`config.mk`:
```
export PLATFORM = sky130hd
export DESIGN_NAME = param_entry_panel
export DESIGN_NICKNAME = d
export VERILOG_FILES = /design/src/rtl/param_entry_pkg.sv /design/src/rtl/param_entry_debounce.sv /design/src/rtl/param_entry_ctrl.sv /design/src/rtl/param_entry_dpath.sv /design/src/rtl/param_entry_uart.sv /design/src/rtl/param_entry_panel.sv
export SDC_FILE = /design/constraint.sdc
export NUM_CORES = 1
export LEC_CHECK = 0
export CORE_UTILIZATION = 30
export DETAILED_ROUTE_END_ITERATION = 6
export PLACE_DENSITY = 0.55
export SLEW_MARGIN = 0
export SYNTH_ARGS = -nofsm -noshare
export SYNTH_HDL_FRONTEND = slang
export SYNTH_SLANG_ARGS = --single-unit
```
`constraint.sdc`:
```
create_clock -name clk -period 6.7 [get_ports clk]
set_input_delay 1.005 -clock clk [delete_from_list [all_inputs] [get_ports clk]]
set_output_delay 1.005 -clock clk [all_outputs]
set_load 0.02 [all_outputs]
```
`src/rtl/param_entry_pkg.sv`:
```
package param_entry_pkg;
  localparam int VAL_W  = 16;
  localparam int NPARAM = 3;
  localparam int IDX_W  = 2;
  localparam int NKEY   = 4;
  localparam int NDIGIT = 4;
  localparam int NIB_W  = 4;
  localparam int NBYTES = 4;
  localparam int FRAME_W = 8 * NBYTES;
  localparam logic [7:0] SYNC_BYTE = 8'hA5;

  localparam int KEY_MODE = 0;
  localparam int KEY_UP   = 1;
  localparam int KEY_DOWN = 2;
  localparam int KEY_OK   = 3;

  typedef struct packed {
    logic             nextMode;
    logic             incr;
    logic             decr;
    logic             commit;
    logic [IDX_W-1:0] loadIdx;
  } ctrlStrobes_t;

  function automatic logic [VAL_W-1:0] paramMin(input logic [IDX_W-1:0] idx);
    case (idx)
      2'd1:    return VAL_W'(10);
      2'd2:    return VAL_W'(5);
      default: return VAL_W'(0);
    endcase
  endfunction

  function automatic logic [VAL_W-1:0] paramMax(input logic [IDX_W-1:0] idx);
    case (idx)
      2'd1:    return VAL_W'(200);
      2'd2:    return VAL_W'(9995);
      default: return VAL_W'(3);
    endcase
  endfunction

  function automatic logic [VAL_W-1:0] paramStep(input logic [IDX_W-1:0] idx);
    case (idx)
      2'd1:    return VAL_W'(10);
      2'd2:    return VAL_W'(5);
      default: return VAL_W'(1);
    endcase
  endfunction

  function automatic logic [VAL_W-1:0] paramInit(input logic [IDX_W-1:0] idx);
    case (idx)
      2'd1:    return VAL_W'(100);
      2'd2:    return VAL_W'(1000);
      default: return VAL_W'(0);
    endcase
  endfunction

  function automatic logic [7:0] paramCode(input logic [IDX_W-1:0] idx);
    case (idx)
      2'd1:    return 8'h20;
      2'd2:    return 8'h30;
      default: return 8'h10;
    endcase
  endfunction

  function automatic logic [6:0] hexSeg(input logic [NIB_W-1:0] nib);
    case (nib)
      4'h0: return 7'h3F;  4'h1: return 7'h06;  4'h2: return 7'h5B;  4'h3: return 7'h4F;
      4'h4: return 7'h66;  4'h5: return 7'h6D;  4'h6: return 7'h7D;  4'h7: return 7'h07;
      4'h8: return 7'h7F;  4'h9: return 7'h6F;  4'hA: return 7'h77;  4'hB: return 7'h7C;
      4'hC: return 7'h39;  4'hD: return 7'h5E;  4'hE: return 7'h79;  default: return 7'h71;
    endcase
  endfunction
endpackage

```
`src/rtl/param_entry_debounce.sv`:
```
module param_entry_debounce #(
  parameter int DEB_CYCLES = 500000
) (
  input  logic clk,
  input  logic rstN,
  input  logic keyIn,
  output logic pressPulse
);
  localparam int CNT_W = $clog2(DEB_CYCLES + 1);

  logic [1:0]       syncQ;
  logic             stableQ;
  logic [CNT_W-1:0] holdCnt;

  always_ff @(posedge clk or negedge rstN) begin
    if (!rstN) begin
      syncQ      <= '0;
      stableQ    <= 1'b0;
      holdCnt    <= '0;
      pressPulse <= 1'b0;
    end else begin
      syncQ      <= {syncQ[0], keyIn};
      pressPulse <= 1'b0;
      if (syncQ[1] == stableQ) begin
        holdCnt <= '0;
      end else if (holdCnt == CNT_W'(DEB_CYCLES - 1)) begin
        stableQ    <= syncQ[1];
        holdCnt    <= '0;
        pressPulse <= syncQ[1];
      end else begin
        holdCnt <= holdCnt + 1'b1;
      end
    end
  end

  // a press is a single-cycle event
  a_r1_single_pulse: assert property (@(posedge clk) disable iff (!rstN)
    pressPulse |=> !pressPulse);

  // the accepted level only moves after the synchronised input disagreed with it
  a_r1_level_follows: assert property (@(posedge clk) disable iff (!rstN)
    (stableQ != $past(stableQ)) |-> (stableQ == $past(syncQ[1])));
endmodule

```
`src/rtl/param_entry_ctrl.sv`:
```
module param_entry_ctrl
  import param_entry_pkg::*;
(
  input  logic              clk,
  input  logic              rstN,
  input  logic [NKEY-1:0]   press,
  input  logic              txBusy,
  output ctrlStrobes_t      strobes,
  output logic [IDX_W-1:0]  modeIdx
);
  logic [IDX_W-1:0] modeNext;

  always_comb begin
    modeNext = (modeIdx == IDX_W'(NPARAM - 1)) ? '0 : modeIdx + 1'b1;
  end

  always_comb begin
    strobes         = '0;
    strobes.loadIdx = modeNext;
    if (press[KEY_MODE])      strobes.nextMode = 1'b1;
    else if (press[KEY_OK])   strobes.commit   = !txBusy;
    else if (press[KEY_UP])   strobes.incr     = 1'b1;
    else if (press[KEY_DOWN]) strobes.decr     = 1'b1;
  end

  always_ff @(posedge clk or negedge rstN) begin
    if (!rstN)                 modeIdx <= '0;
    else if (strobes.nextMode) modeIdx <= modeNext;
  end

  // selection index stays among the defined parameters
  a_r2_mode_range: assert property (@(posedge clk) disable iff (!rstN)
    modeIdx < IDX_W'(NPARAM));

  // at most one action per clock
  a_r10_one_action: assert property (@(posedge clk) disable iff (!rstN)
    $onehot0({strobes.nextMode, strobes.incr, strobes.decr, strobes.commit}));

  // nothing is committed while a command is in flight
  a_r9_no_commit_busy: assert property (@(posedge clk) disable iff (!rstN)
    txBusy |-> !strobes.commit);

  // the selection moves only on the mode strobe
  a_r2_mode_hold: assert property (@(posedge clk) disable iff (!rstN)
    !strobes.nextMode |=> $stable(modeIdx));
endmodule

```
`src/rtl/param_entry_dpath.sv`:
```
module param_entry_dpath
  import param_entry_pkg::*;
#(
  parameter int SCAN_CYCLES = 50000
) (
  input  logic               clk,
  input  logic               rstN,
  input  ctrlStrobes_t       strobes,
  input  logic [IDX_W-1:0]   modeIdx,
  output logic [FRAME_W-1:0] txFrame,
  output logic [7:0]         segOut,
  output logic [NDIGIT-1:0]  digitEnN
);
  localparam int SCAN_W = (SCAN_CYCLES > 1) ? $clog2(SCAN_CYCLES) : 1;
  localparam int DIG_W  = $clog2(NDIGIT);

  logic [VAL_W-1:0]             editVal;
  logic [NPARAM-1:0][VAL_W-1:0] committed;
  logic [VAL_W-1:0]             curMin, curMax, curStep, stepUp, stepDown;
  logic [SCAN_W-1:0]            scanCnt;
  logic [DIG_W-1:0]             digitIdx;
  logic [NIB_W-1:0]             shownNib;

  always_comb begin
    curMin   = paramMin(modeIdx);
    curMax   = paramMax(modeIdx);
    curStep  = paramStep(modeIdx);
    stepUp   = (editVal > curMax - curStep) ? curMax : editVal + curStep;
    stepDown = (editVal < curMin + curStep) ? curMin : editVal - curStep;
  end

  always_ff @(posedge clk or negedge rstN) begin
    if (!rstN) begin
      editVal <= paramInit('0);
      for (int i = 0; i < NPARAM; i++) committed[i] <= paramInit(IDX_W'(i));
    end else begin
      if (strobes.nextMode)  editVal <= committed[strobes.loadIdx];
      else if (strobes.incr) editVal <= stepUp;
      else if (strobes.decr) editVal <= stepDown;
      if (strobes.commit) committed[modeIdx] <= editVal;
    end
  end

  assign txFrame = {SYNC_BYTE, paramCode(modeIdx), editVal};

  always_ff @(posedge clk or negedge rstN) begin
    if (!rstN) begin
      scanCnt  <= '0;
      digitIdx <= '0;
    end else if (scanCnt == SCAN_W'(SCAN_CYCLES - 1)) begin
      scanCnt  <= '0;
      digitIdx <= digitIdx + 1'b1;
    end else begin
      scanCnt <= scanCnt + 1'b1;
    end
  end

  always_comb begin
    shownNib = editVal[{digitIdx, 2'b00} +: NIB_W];
    segOut   = {(IDX_W'(digitIdx) == modeIdx), hexSeg(shownNib)};
    digitEnN = ~(NDIGIT'(1) << digitIdx);
  end

  // edited value inside the selected parameter's limits
  a_r3_in_limits: assert property (@(posedge clk) disable iff (!rstN)
    (editVal >= paramMin(modeIdx)) && (editVal <= paramMax(modeIdx)));

  // no wrap at the top
  a_r4_sat_high: assert property (@(posedge clk) disable iff (!rstN)
    (strobes.incr && editVal == curMax) |=> (editVal == $past(editVal)));

  // no wrap at the bottom
  a_r4_sat_low: assert property (@(posedge clk) disable iff (!rstN)
    (strobes.decr && editVal == curMin) |=> (editVal == $past(editVal)));

  // committed values move only on a confirm strobe
  a_r6_commit_only: assert property (@(posedge clk) disable iff (!rstN)
    !strobes.commit |=> $stable(committed));

  // exactly one digit enabled
  a_r5_one_digit: assert property (@(posedge clk) disable iff (!rstN)
    $countones(~digitEnN) == 1);
endmodule

```
`src/rtl/param_entry_uart.sv`:
```
module param_entry_uart
  import param_entry_pkg::*;
#(
  parameter int BAUD_DIV = 434
) (
  input  logic               clk,
  input  logic               rstN,
  input  logic               start,
  input  logic [FRAME_W-1:0] frame,
  output logic               txBusy,
  output logic               txOut
);
  localparam int BAUD_W = (BAUD_DIV > 1) ? $clog2(BAUD_DIV) : 1;
  localparam int BIDX_W = $clog2(NBYTES);

  logic [BAUD_W-1:0]  baudCnt;
  logic [3:0]         bitIdx;
  logic [BIDX_W-1:0]  byteIdx;
  logic [9:0]         shiftQ;
  logic [FRAME_W-1:0] frameBuf;

  always_ff @(posedge clk or negedge rstN) begin
    if (!rstN) begin
      txBusy   <= 1'b0;
      baudCnt  <= '0;
      bitIdx   <= '0;
      byteIdx  <= '0;
      shiftQ   <= '1;
      frameBuf <= '0;
    end else if (!txBusy) begin
      if (start) begin
        txBusy   <= 1'b1;
        frameBuf <= frame;
        shiftQ   <= {1'b1, frame[FRAME_W-1 -: 8], 1'b0};
        baudCnt  <= '0;
        bitIdx   <= '0;
        byteIdx  <= '0;
      end
    end else if (baudCnt == BAUD_W'(BAUD_DIV - 1)) begin
      baudCnt <= '0;
      if (bitIdx == 4'd9) begin
        if (byteIdx == BIDX_W'(NBYTES - 1)) begin
          txBusy <= 1'b0;
          shiftQ <= '1;
        end else begin
          byteIdx  <= byteIdx + 1'b1;
          bitIdx   <= '0;
          frameBuf <= frameBuf << 8;
          shiftQ   <= {1'b1, frameBuf[FRAME_W-9 -: 8], 1'b0};
        end
      end else begin
        bitIdx <= bitIdx + 1'b1;
        shiftQ <= {1'b1, shiftQ[9:1]};
      end
    end else begin
      baudCnt <= baudCnt + 1'b1;
    end
  end

  assign txOut = txBusy ? shiftQ[0] : 1'b1;

  // line idles high
  a_r7_idle_high: assert property (@(posedge clk) disable iff (!rstN)
    !txBusy |-> txOut);

  // a bit holds its level for the whole bit time
  a_r7_bit_hold: assert property (@(posedge clk) disable iff (!rstN)
    (txBusy && baudCnt != '0) |-> $stable(txOut));
endmodule

```
`src/rtl/param_entry_panel.sv`:
```
module param_entry_panel
  import param_entry_pkg::*;
#(
  parameter int DEB_CYCLES  = 500000,
  parameter int SCAN_CYCLES = 50000,
  parameter int BAUD_DIV    = 434
) (
  input  logic        clk,
  input  logic        rstN,
  input  logic [3:0]  keyRaw,
  output logic [7:0]  segOut,
  output logic [3:0]  digitEnN,
  output logic        txOut
);
  logic [NKEY-1:0]    press;
  ctrlStrobes_t       strobes;
  logic [IDX_W-1:0]   modeIdx;
  logic               txBusy;
  logic [FRAME_W-1:0] txFrame;

  for (genvar k = 0; k < NKEY; k++) begin : g_key
    param_entry_debounce #(.DEB_CYCLES(DEB_CYCLES)) i_deb (
      .clk(clk), .rstN(rstN), .keyIn(keyRaw[k]), .pressPulse(press[k]));
  end

  param_entry_ctrl i_ctrl (
    .clk(clk), .rstN(rstN), .press(press), .txBusy(txBusy),
    .strobes(strobes), .modeIdx(modeIdx));

  param_entry_dpath #(.SCAN_CYCLES(SCAN_CYCLES)) i_dpath (
    .clk(clk), .rstN(rstN), .strobes(strobes), .modeIdx(modeIdx),
    .txFrame(txFrame), .segOut(segOut), .digitEnN(digitEnN));

  param_entry_uart #(.BAUD_DIV(BAUD_DIV)) i_uart (
    .clk(clk), .rstN(rstN), .start(strobes.commit), .frame(txFrame),
    .txBusy(txBusy), .txOut(txOut));
endmodule

```
### After elaboration in Yosys (flattened, before gate mapping)

Memories as Yosys holds them, arrays and structs flattened.
Cells that the tools add are included.

* $add $sub $neg: 14
* magnitude comparators: 5
* eq/ne operators: 19
* shift-type cells: 2
* multiplexer cells: 68
* bitwise logic cells: 5
* reductions and logical operators: 11

Operators with widths (number)
* 19-bit 2-to-1 mux: 8
* 16-bit 2-to-1 mux: 8
* 24-bit 2-to-1 mux: 5
* 19-bit by 1-bit adder with 19-bit output (second input constant): 4
* 19-bit == test (second input constant): 4
* 48-bit bitwise mux: 1
* 9-bit 2-to-1 mux: 5
* 16-bit binary-select mux with 2-bit select: 1
* 16-bit demux with 2-bit select: 1
* 10-bit 2-to-1 mux: 3
* 14-bit case mux with 2 select lines: 1
* 4-bit 2-to-1 mux: 5
* 1-bit 2-to-1 mux: 19
* 16-bit by 1-bit adder with 16-bit output (second input constant): 1
* 16-bit by 4-bit adder with 16-bit output: 1
* 16-bit == test (second input constant): 1
* 16-bit greater-than comparator: 1
* 16-bit less-than comparator: 1
* 4-bit case mux with 2 select lines: 2
* 16-bit by 5-bit indexed part select with 4-bit output: 1
* 16-bit by 4-bit subtractor with 16-bit output: 1
* 14-bit by 4-bit subtractor with 15-bit output: 1
* 2-bit 2-to-1 mux: 7
* 6-bit case mux with 2 select lines: 1
* 25 further kinds: 41

* flip-flop bits (word level): 226
* bits in read-only memories: 112
* input port bits: 6
* word-level logic and storage cells: 154
* memories kept: 1

Memories
* (no name shown): words 16, width 7, read ports 1, clocked after memory_dff 0, wr ports 0, RTL line param_entry_pkg.sv:66 `case (nib)`

### Depth between registers and ports, before layout

Gate-level depths: netlist of the first run.

* word-level depth: 8
* mapped depth: 13
* gate-level depth less buffers: 12

### Hierarchy

A second synthesis of the first run with hierarchy kept.

* cell total of the unflattened synthesis: 1262
* area, all modules: 12689.7 µm²

Modules (own cells, without submodules)
* param_entry_dpath: instances 1, cells each 593, area each 5535.3 µm², sequential area each 2063.2 µm²
* param_entry_debounce: instances 4, cells each 110, area each 1118.6 µm², sequential area each 575.6 µm²
* param_entry_uart: instances 1, cells each 219, area each 2552.4 µm², sequential area each 1237.4 µm²
* param_entry_ctrl: instances 1, cells each 10, area each 127.6 µm², sequential area each 50.0 µm²

### Worst setup path before layout of the first run

Ideal clock, no wire load.

* path kind: register to output
* from: register i_dpath.digitIdx[1]
* to: output port segOut[3]
* arrival: 2.143 ns
* setup slack: 3.552 ns
* stages on the path, launching flop included: 7
* buffers on the path: 1
* path through: dfrtp_1 clkbuf_1 mux4_2 ha_1 inv_1 mux4_2 inv_1

* word-level cells in the longest chain between the ends: 2

Ends and longest elaborated chain
* start: declaration: RTL line param_entry_dpath.sv:21 `logic [DIG_W-1:0] digitIdx;`
* start signal: assignment: RTL line param_entry_dpath.sv:52 `digitIdx <= digitIdx + 1'b1;`
* 16-bit by 5-bit indexed part select with 4-bit output: RTL line param_entry_dpath.sv:59 `shownNib = editVal[{digitIdx, 2'b00} +: NIB_W];`
* memory read 16 x 7 bit
* end: declaration: RTL line param_entry_panel.sv:11 `output logic [7:0] segOut,`

No other way between the ends.

### Worst setup path in the final report of the first run

* from: register i_dpath.editVal[8]
* to: output port segOut[3]

* word-level cells in the longest chain between the ends: 2

Ends and longest elaborated chain
* start: declaration: RTL line param_entry_dpath.sv:17 `logic [VAL_W-1:0] editVal;`
* start signal: assignment: RTL line param_entry_dpath.sv:34 `editVal <= paramInit('0);`
* start signal: assignment: RTL line param_entry_dpath.sv:37 `if (strobes.nextMode) editVal <= committed[strobes.loadIdx];`
* start signal: assignment: RTL line param_entry_dpath.sv:38 `else if (strobes.incr) editVal <= stepUp;`
* 16-bit by 5-bit indexed part select with 4-bit output: RTL line param_entry_dpath.sv:59
* memory read 16 x 7 bit

No other way between the ends.

==> results of run 1 <==
## logic make-up (layout without fill, tap and decap cells)
logic type	after synthesis	in the layout
AOI/OAI and AO/OA	193	193
xor gates and xnor gates	102	102
DFF	225	225
and+or+nand+nor	478	478
buffers and inverters	97	120
adders and majority gates	51	51
muxes	90	90
other	1	2
## power by group through the flow
stage	clock [mW]	combinational (mW)	sequential [mW]
after global routing	1.53	0.0656	1.38
after detailed placement	0	0.0578	1.40
after CTS	1.48	0.0577	1.37
final	1.42	0.0545	1.38
after floorplan	0	0.0207	1.40
after global placement	0	0.0574	1.40
## cell type report
| type | instances | area, um2 |
|---|---|---|
| multi-input combinational | 916 | 6138 |
| tap | 525 | 656.9 |
| clock buffer | 31 | 679.4 |
| sequential | 225 | 5653 |
| clock inverter | 17 | 178.9 |
| timing repair buffer | 30 | 275.3 |
| fill | 3996 | 26180 |
| inverter | 42 | 157.7 |
## per-stage QoR
step           total power [mW]    util  instances  instance area [um2]
2_1_floorplan             1.419       -       1238                12180
3_5_place_dp              1.457  0.3227       1738                12880
5_1_grt                   2.971  0.3442       1786                13740
6_report                  2.854  0.3442       1786                13740
4_1_cts                   2.908  0.3442       1786                13740
3_3_place_gp              1.457  0.3227       1738                12880
## worst register-to-register path: cells and delay by family, from the launching register on
family	cells	cell delay [ns]
adder cells (fa/ha/maj)	3	0.74
XOR/XNOR	1	0.17
buffers and inverters	4	0.84
AND/OR/NAND/NOR	2	0.24
flip-flops	1	0.41
AO/OA/AOI/OAI	3	1.27
## path summary, 6_finish.rpt
| check | cells past startpoint | endpoint | slack [ns] |
|---|---|---|---|
| setup / recovery | 6 | segOut[3] | 2.48 |
| hold / removal | 0 | g_key[3].i_deb.syncQ[1]$_DFF_PN0_ | 0.35 |
| setup reg to reg | 13 | i_dpath.editVal[6]$_DFFE_PN0P_ | 2.96 |
| hold reg to reg | 0 | g_key[3].i_deb.syncQ[1]$_DFF_PN0_ | 0.35 |
| max in group asynchronous | 2 | i_uart.baudCnt[4]$_DFFE_PN0P_ | 4.73 |
| min in group asynchronous | 1 | g_key[3].i_deb.holdCnt[7]$_DFF_PN0_ | 0.47 |
## flip-flops by register name, summed over array words and instances (netlist names)
| register | flops |
|---|---|
| i_uart.shiftQ | 9 |
| g_key.i_deb.pressPulse | 4 |
| i_dpath.editVal | 16 |
| i_dpath.committed | 48 |
| i_uart.txBusy | 1 |
| i_uart.byteIdx | 2 |
| g_key.i_deb.stableQ | 4 |
| i_uart.bitIdx | 4 |
| g_key.i_deb.holdCnt | 76 |
| g_key.i_deb.syncQ | 8 |
| i_uart.baudCnt | 9 |
| i_dpath.scanCnt | 16 |
| i_uart.frameBuf | 24 |
| i_ctrl.modeIdx | 2 |
| i_dpath.digitIdx | 2 |
## synth_stat cells, drive strengths merged, types with 4 or more instances
master	n	area share
a211oi	5	0.0031
a21o	6	0.0037
a21oi	42	0.018
a221oi	6	0.0048
a22oi	5	0.0031
a31oi	13	0.0067
and2	10	0.0051
and3	19	0.010
and3b	5	0.0036
and4	8	0.0058
buf	16	0.0073
clkbuf	39	0.012
dfrtp	207	0.43
dfstp	18	0.039
ha	50	0.051
inv	41	0.013
mux2	58	0.054
mux2i	27	0.022
mux4	5	0.0092
nand2	123	0.038
nand2b	7	0.0036
nand3	55	0.023
nand3b	4	0.0025
nand4	20	0.010
nor2	145	0.045
nor2b	9	0.0046
nor3	25	0.012
nor4	13	0.0079
nor4b	4	0.0029
o21a	8	0.0049
o21ai	64	0.026
o221ai	4	0.0029
o22ai	5	0.0026
o31ai	6	0.0037
or2	8	0.0043
or3	13	0.0067
xnor2	47	0.034
xor2	55	0.040
## layer usage
layer	up-vias	part of all wire	GRT usage	wire length [um]
met2	196	0.45	0.2170	12540
met4	2	0.022	0.03974	599
met1	4329	0.47	0.1902	13080
met3	53	0.052	0.02908	1444
li1	4329	-	-	-
met5	-	0.00033	0	9
==> flow_summary.ini, run 1 <==
[sta]
hold_violations = 0
finalCriticalPeriod_ns = 4.219
setup_total_negative_slack_ns = 0
drv_slew = 0
setup_ws_ns = 2.481
whs_ns = 0.3465
fmax_mhz = 237.0
relSlewSlack = 0.2622
skew_ns = 0.01088
worst_slew_pin_slew_ns = 1.107
fin_crit_sh = 0.6297
rsz0062_at_grt = no
setup_viol = 0

[power_and_ir_drop]
peakVddDrop_mv = 0.1586
netSwitchingPower_mw = 0.6300
p_comb_frac = 0.019
power.density_nw_per_um2 = 207.7
p_int_mw = 2.224
p_seq_frac = 0.482
p_leak_nw = 5.965
switching_share = 0.2208
power_frac_clock = 0.499

[die]
io_pins = 19
dieArea_um2 = 41400
start_util = 0.3051
die_w_um = 203.5
coreArea_um2 = 39910
dieHeight_um = 203.5
core.rowCount = 73

[finish]
nNetsFinal = 1298
layout_common_cells = dfrtp_1, nor2_1, nand2_1, o21ai_0, mux2_2
area_growth_pct = 12.82
final_layout_size_suffix_gt1_frac = 0.1221
final_common_cell = dfrtp_1
insertedDiodeCount = 0

[yosys]
synthAdderAreaFrac = 0.05302
synthSimpleGateAreaFrac = 0.1913
async_reset_ff_frac = 1.000
synth_flop_cell = dfrtp_1
ys_seq_area_frac = 0.4642
synthXorXnorAreaFrac = 0.07336
synth_compound_area_frac = 0.1005
synth_cells = 1237
ys_ff_latch = 225
synthesis.area_um2 = 12180
yosysWarningCount = 0
synth-edff-count = 0
synth_top_family_by_area = simple AND/OR/NAND/NOR gates
synth_cell_types = 76
synthMuxAreaShare = 0.08507
avgSynthCellArea_um2 = 9.845

[clocking]
insertion_delay_ns = 0.55
cts_buffers = 26
cts_sinks = 225
root_buffer = clkbuf_16
cts-resized-gates = 0
clk_pin_slew_worst_paths_ns = 0.07
h-tree-depth = 1
post-cts-setup-buffers = 0
hold_buffers = 0
cts_tree = done
clockBufferDepth = 3

[grt]
grt.total_usage = 0.1379
grt_pass1_wl_um = 46780
antenna_found_initial = 1
overflow = 0
grt_pass1_vias = 8967
grt_max_degree = 90

[critical_path]
crit_path_start_kind = register
cp-startpoint = i_dpath.editVal[8]$_DFFE_PN0P_
required_ns = 5.69
crit_path_end_kind = output pin
slowest_stage = mux4_2
crit_buf_inv = 3
path_max_fanout = 14
path_class = reg -> out
critPathTopFamily = multiplexers
cp_cell_sequence = mux4_2, ha_1, inv_1, mux4_2, inv_1, clkdlybuf4s50_1
arrival_ns = 3.21
critPathMaxStageDelay_ns = 0.62
r2r-start = i_ctrl.modeIdx[1]$_DFFE_PN0P_

[route]
vias = 8909
drc = 0
drtIter0Drc = 699
totalWireLength_um = 27680
ant_nets = 0
first_pass_iters = 5
viasPerCell = 4.988
wl_per_cell_um = 15.50

[min_path]
min_path_type = reg -> reg
min_from = g_key[3].i_deb.syncQ[0]$_DFF_PN0_

[place]
place_congestion = 0.9098
io_buffers = 18
dp_hpwl_um = 18500
post-place-ws_ns = 3.007

[outcome]
outcome = completed

[flow_run]
drv_cap = 0
Power figures use the tool's default switching activity.
==> inputs of run 2 (changes only) <==
Clock period 6.7 ns to 4.35 ns, I/O delays scaled along.
==> run 2 against run 1 <==
  * The flow now finishes with violations (design-rule violations)
  * Setup slack lost 2.0 ns
  * Utilization increased by 0.19 points
  * Register-to-register slack worse by 1.8 ns
  * Via count about the same
  * Global-route usage grew 0.46 points
  * Wire length is 2.6% higher
  * Clock-buffer cell count rose by 8
  * Clock power grew 55%
  * Final cell count up 0.34%
  * Die area stayed put
  * Critical endpoint unchanged
==> flow_summary.ini, run 2 (synthesis gave the netlist of run 1 again) <==
[clocking]
cts_tree = done
root_buffer = clkbuf_16
post-cts-setup-buffers = 0
cts-resized-gates = 0
clockBufferDepth = 3
h-tree-depth = 1
cts_sinks = 225
clk_pin_slew_worst_paths_ns = 0.07
hold_buffers = 0
insertion_delay_ns = 0.55
cts_buffers = 26

[critical_path]
cp_cell_sequence = mux4_2, ha_1, inv_1, mux4_2, inv_1, clkdlybuf4s50_1
arrival_ns = 3.18
path_max_fanout = 8
critPathMaxStageDelay_ns = 0.64
crit_path_end_kind = output pin
crit_path_start_kind = register
worstRegToRegCells = 10
slowest_stage = mux4_2
required_ns = 3.70
reg2reg_slack_ns = 1.20
path_class = reg -> out

[sta]
worst_slew_pin_slew_ns = 1.092
fin_crit_sh = 0.8804
setup_total_negative_slack_ns = 0
setup_ws_ns = 0.5201
drv_slew = 0
fmax_mhz = 261.1
setup_viol = 0
skew_ns = 0.01601
relSlewSlack = 0.2720
rsz0062_at_grt = no
hold_violations = 0
finalCriticalPeriod_ns = 3.830

[finish]
regMostFlops = g_key.i_deb.holdCnt
area_growth_pct = 13.43
layout_common_cells = dfrtp_1, nor2_1, nand2_1, o21ai_0, mux2_2
fin_cells = 1792
final_common_cell = dfrtp_1
final_layout_size_suffix_gt1_frac = 0.1247
largest_reg_flops = 76
largestRegisters = g_key.i_deb.holdCnt (76), i_dpath.committed (48), i_uart.frameBuf (24)
insertedDiodeCount = 0
nNetsFinal = 1305

[min_path]
min_path_type = in -> async

[route]
vias = 8911
first_pass_iters = 7
drc = 4
wl_per_cell_um = 15.85
ant_nets = 0
viasPerCell = 4.973
drtIter0Drc = 570
totalWireLength_um = 28410

[power_and_ir_drop]
p_total_mw = 4.407
peakVddDrop_mv = 0.2396
power.density_nw_per_um2 = 319.1
p_leak_nw = 5.994

[die]
io_pins = 19
die_w_um = 203.5
core.rowCount = 73
dieHeight_um = 203.5
start_util = 0.3051
coreArea_um2 = 39910
dieArea_um2 = 41400

[place]
post-place-ws_ns = 1.084
dp_hpwl_um = 18780
place_congestion = 0.8874
io_buffers = 18
dpl.cell_count = 1745

[grt]
grt_pass1_wl_um = 48090
grt.total_usage = 0.1426
grt_pass1_vias = 9008
grt_max_degree = 109
overflow = 0
antenna_found_initial = 0

[flow_run]
drv_cap = 0

[outcome]
outcome = complete, but fails checks
violations = design-rule violations
## run 2: path summary, 6_finish.rpt
kind                                                    from                                   to
max                          i_dpath.digitIdx[1]$_DFFE_PN0N_                            segOut[3]
min                                                     rstN  g_key[3].i_deb.holdCnt[8]$_DFF_PN0_
max reg2reg                    i_ctrl.modeIdx[1]$_DFFE_PN0P_      i_dpath.editVal[15]$_DFFE_PN0P_
min reg2reg                g_key[3].i_deb.syncQ[0]$_DFF_PN0_    g_key[3].i_deb.syncQ[1]$_DFF_PN0_
max in group asynchronous                               rstN  g_key[0].i_deb.holdCnt[8]$_DFF_PN0_
min in group clk           g_key[3].i_deb.syncQ[0]$_DFF_PN0_    g_key[3].i_deb.syncQ[1]$_DFF_PN0_
## run 2: worst max-delay path, delay by kind of cell, from the launching register on
family	cells	cell delay [ns]
muxes	2	1.07
buffers and inverters	3	0.70
adders and majority gates	1	0.32
DFF	1	0.53
## run 2: report_power, final
part	internal [mW]	switching, mW	leakage, nW	total [mW]
logic	0.0218	0.0650	2.58	0.0869
registers	2.11	0.0113	2.99	2.12
clock network	1.30	0.906	0.423	2.20
total	3.43	0.982	5.99	4.41
## run 2: through the flow
| stage | hold slack (ns) | area [um2] | utilization |
|---|---|---|---|
| floorplan | 0.3312 | 12180 | - |
| global placement | 0.3364 | 12960 | 0.3247 |
| detailed placement | 0.3347 | 12960 | 0.3247 |
| CTS | 0.1782 | 13810 | 0.3461 |
| global route | 0.1919 | 13810 | 0.3461 |
| finish | 0.1095 | 13810 | 0.3461 |
## run 2: layer usage
layer,GRT usage,part of all wire,vias up
met5,0,0,-
met3,0.02381,0.041,45
met2,0.2264,0.45,160
li1,-,-,4334
met1,0.1981,0.48,4372
met4,0.04323,0.024,0
## run 2: layout make-up
cell class	count	area [um2]
fillers	4029	26100
multi-input cells	916	6138
flip-flops and latches	225	5653
clock buffers	39	780.7
well taps	525	656.9
repair buffers	37	352.8
inverters	42	157.7
clock inverters	8	73.82
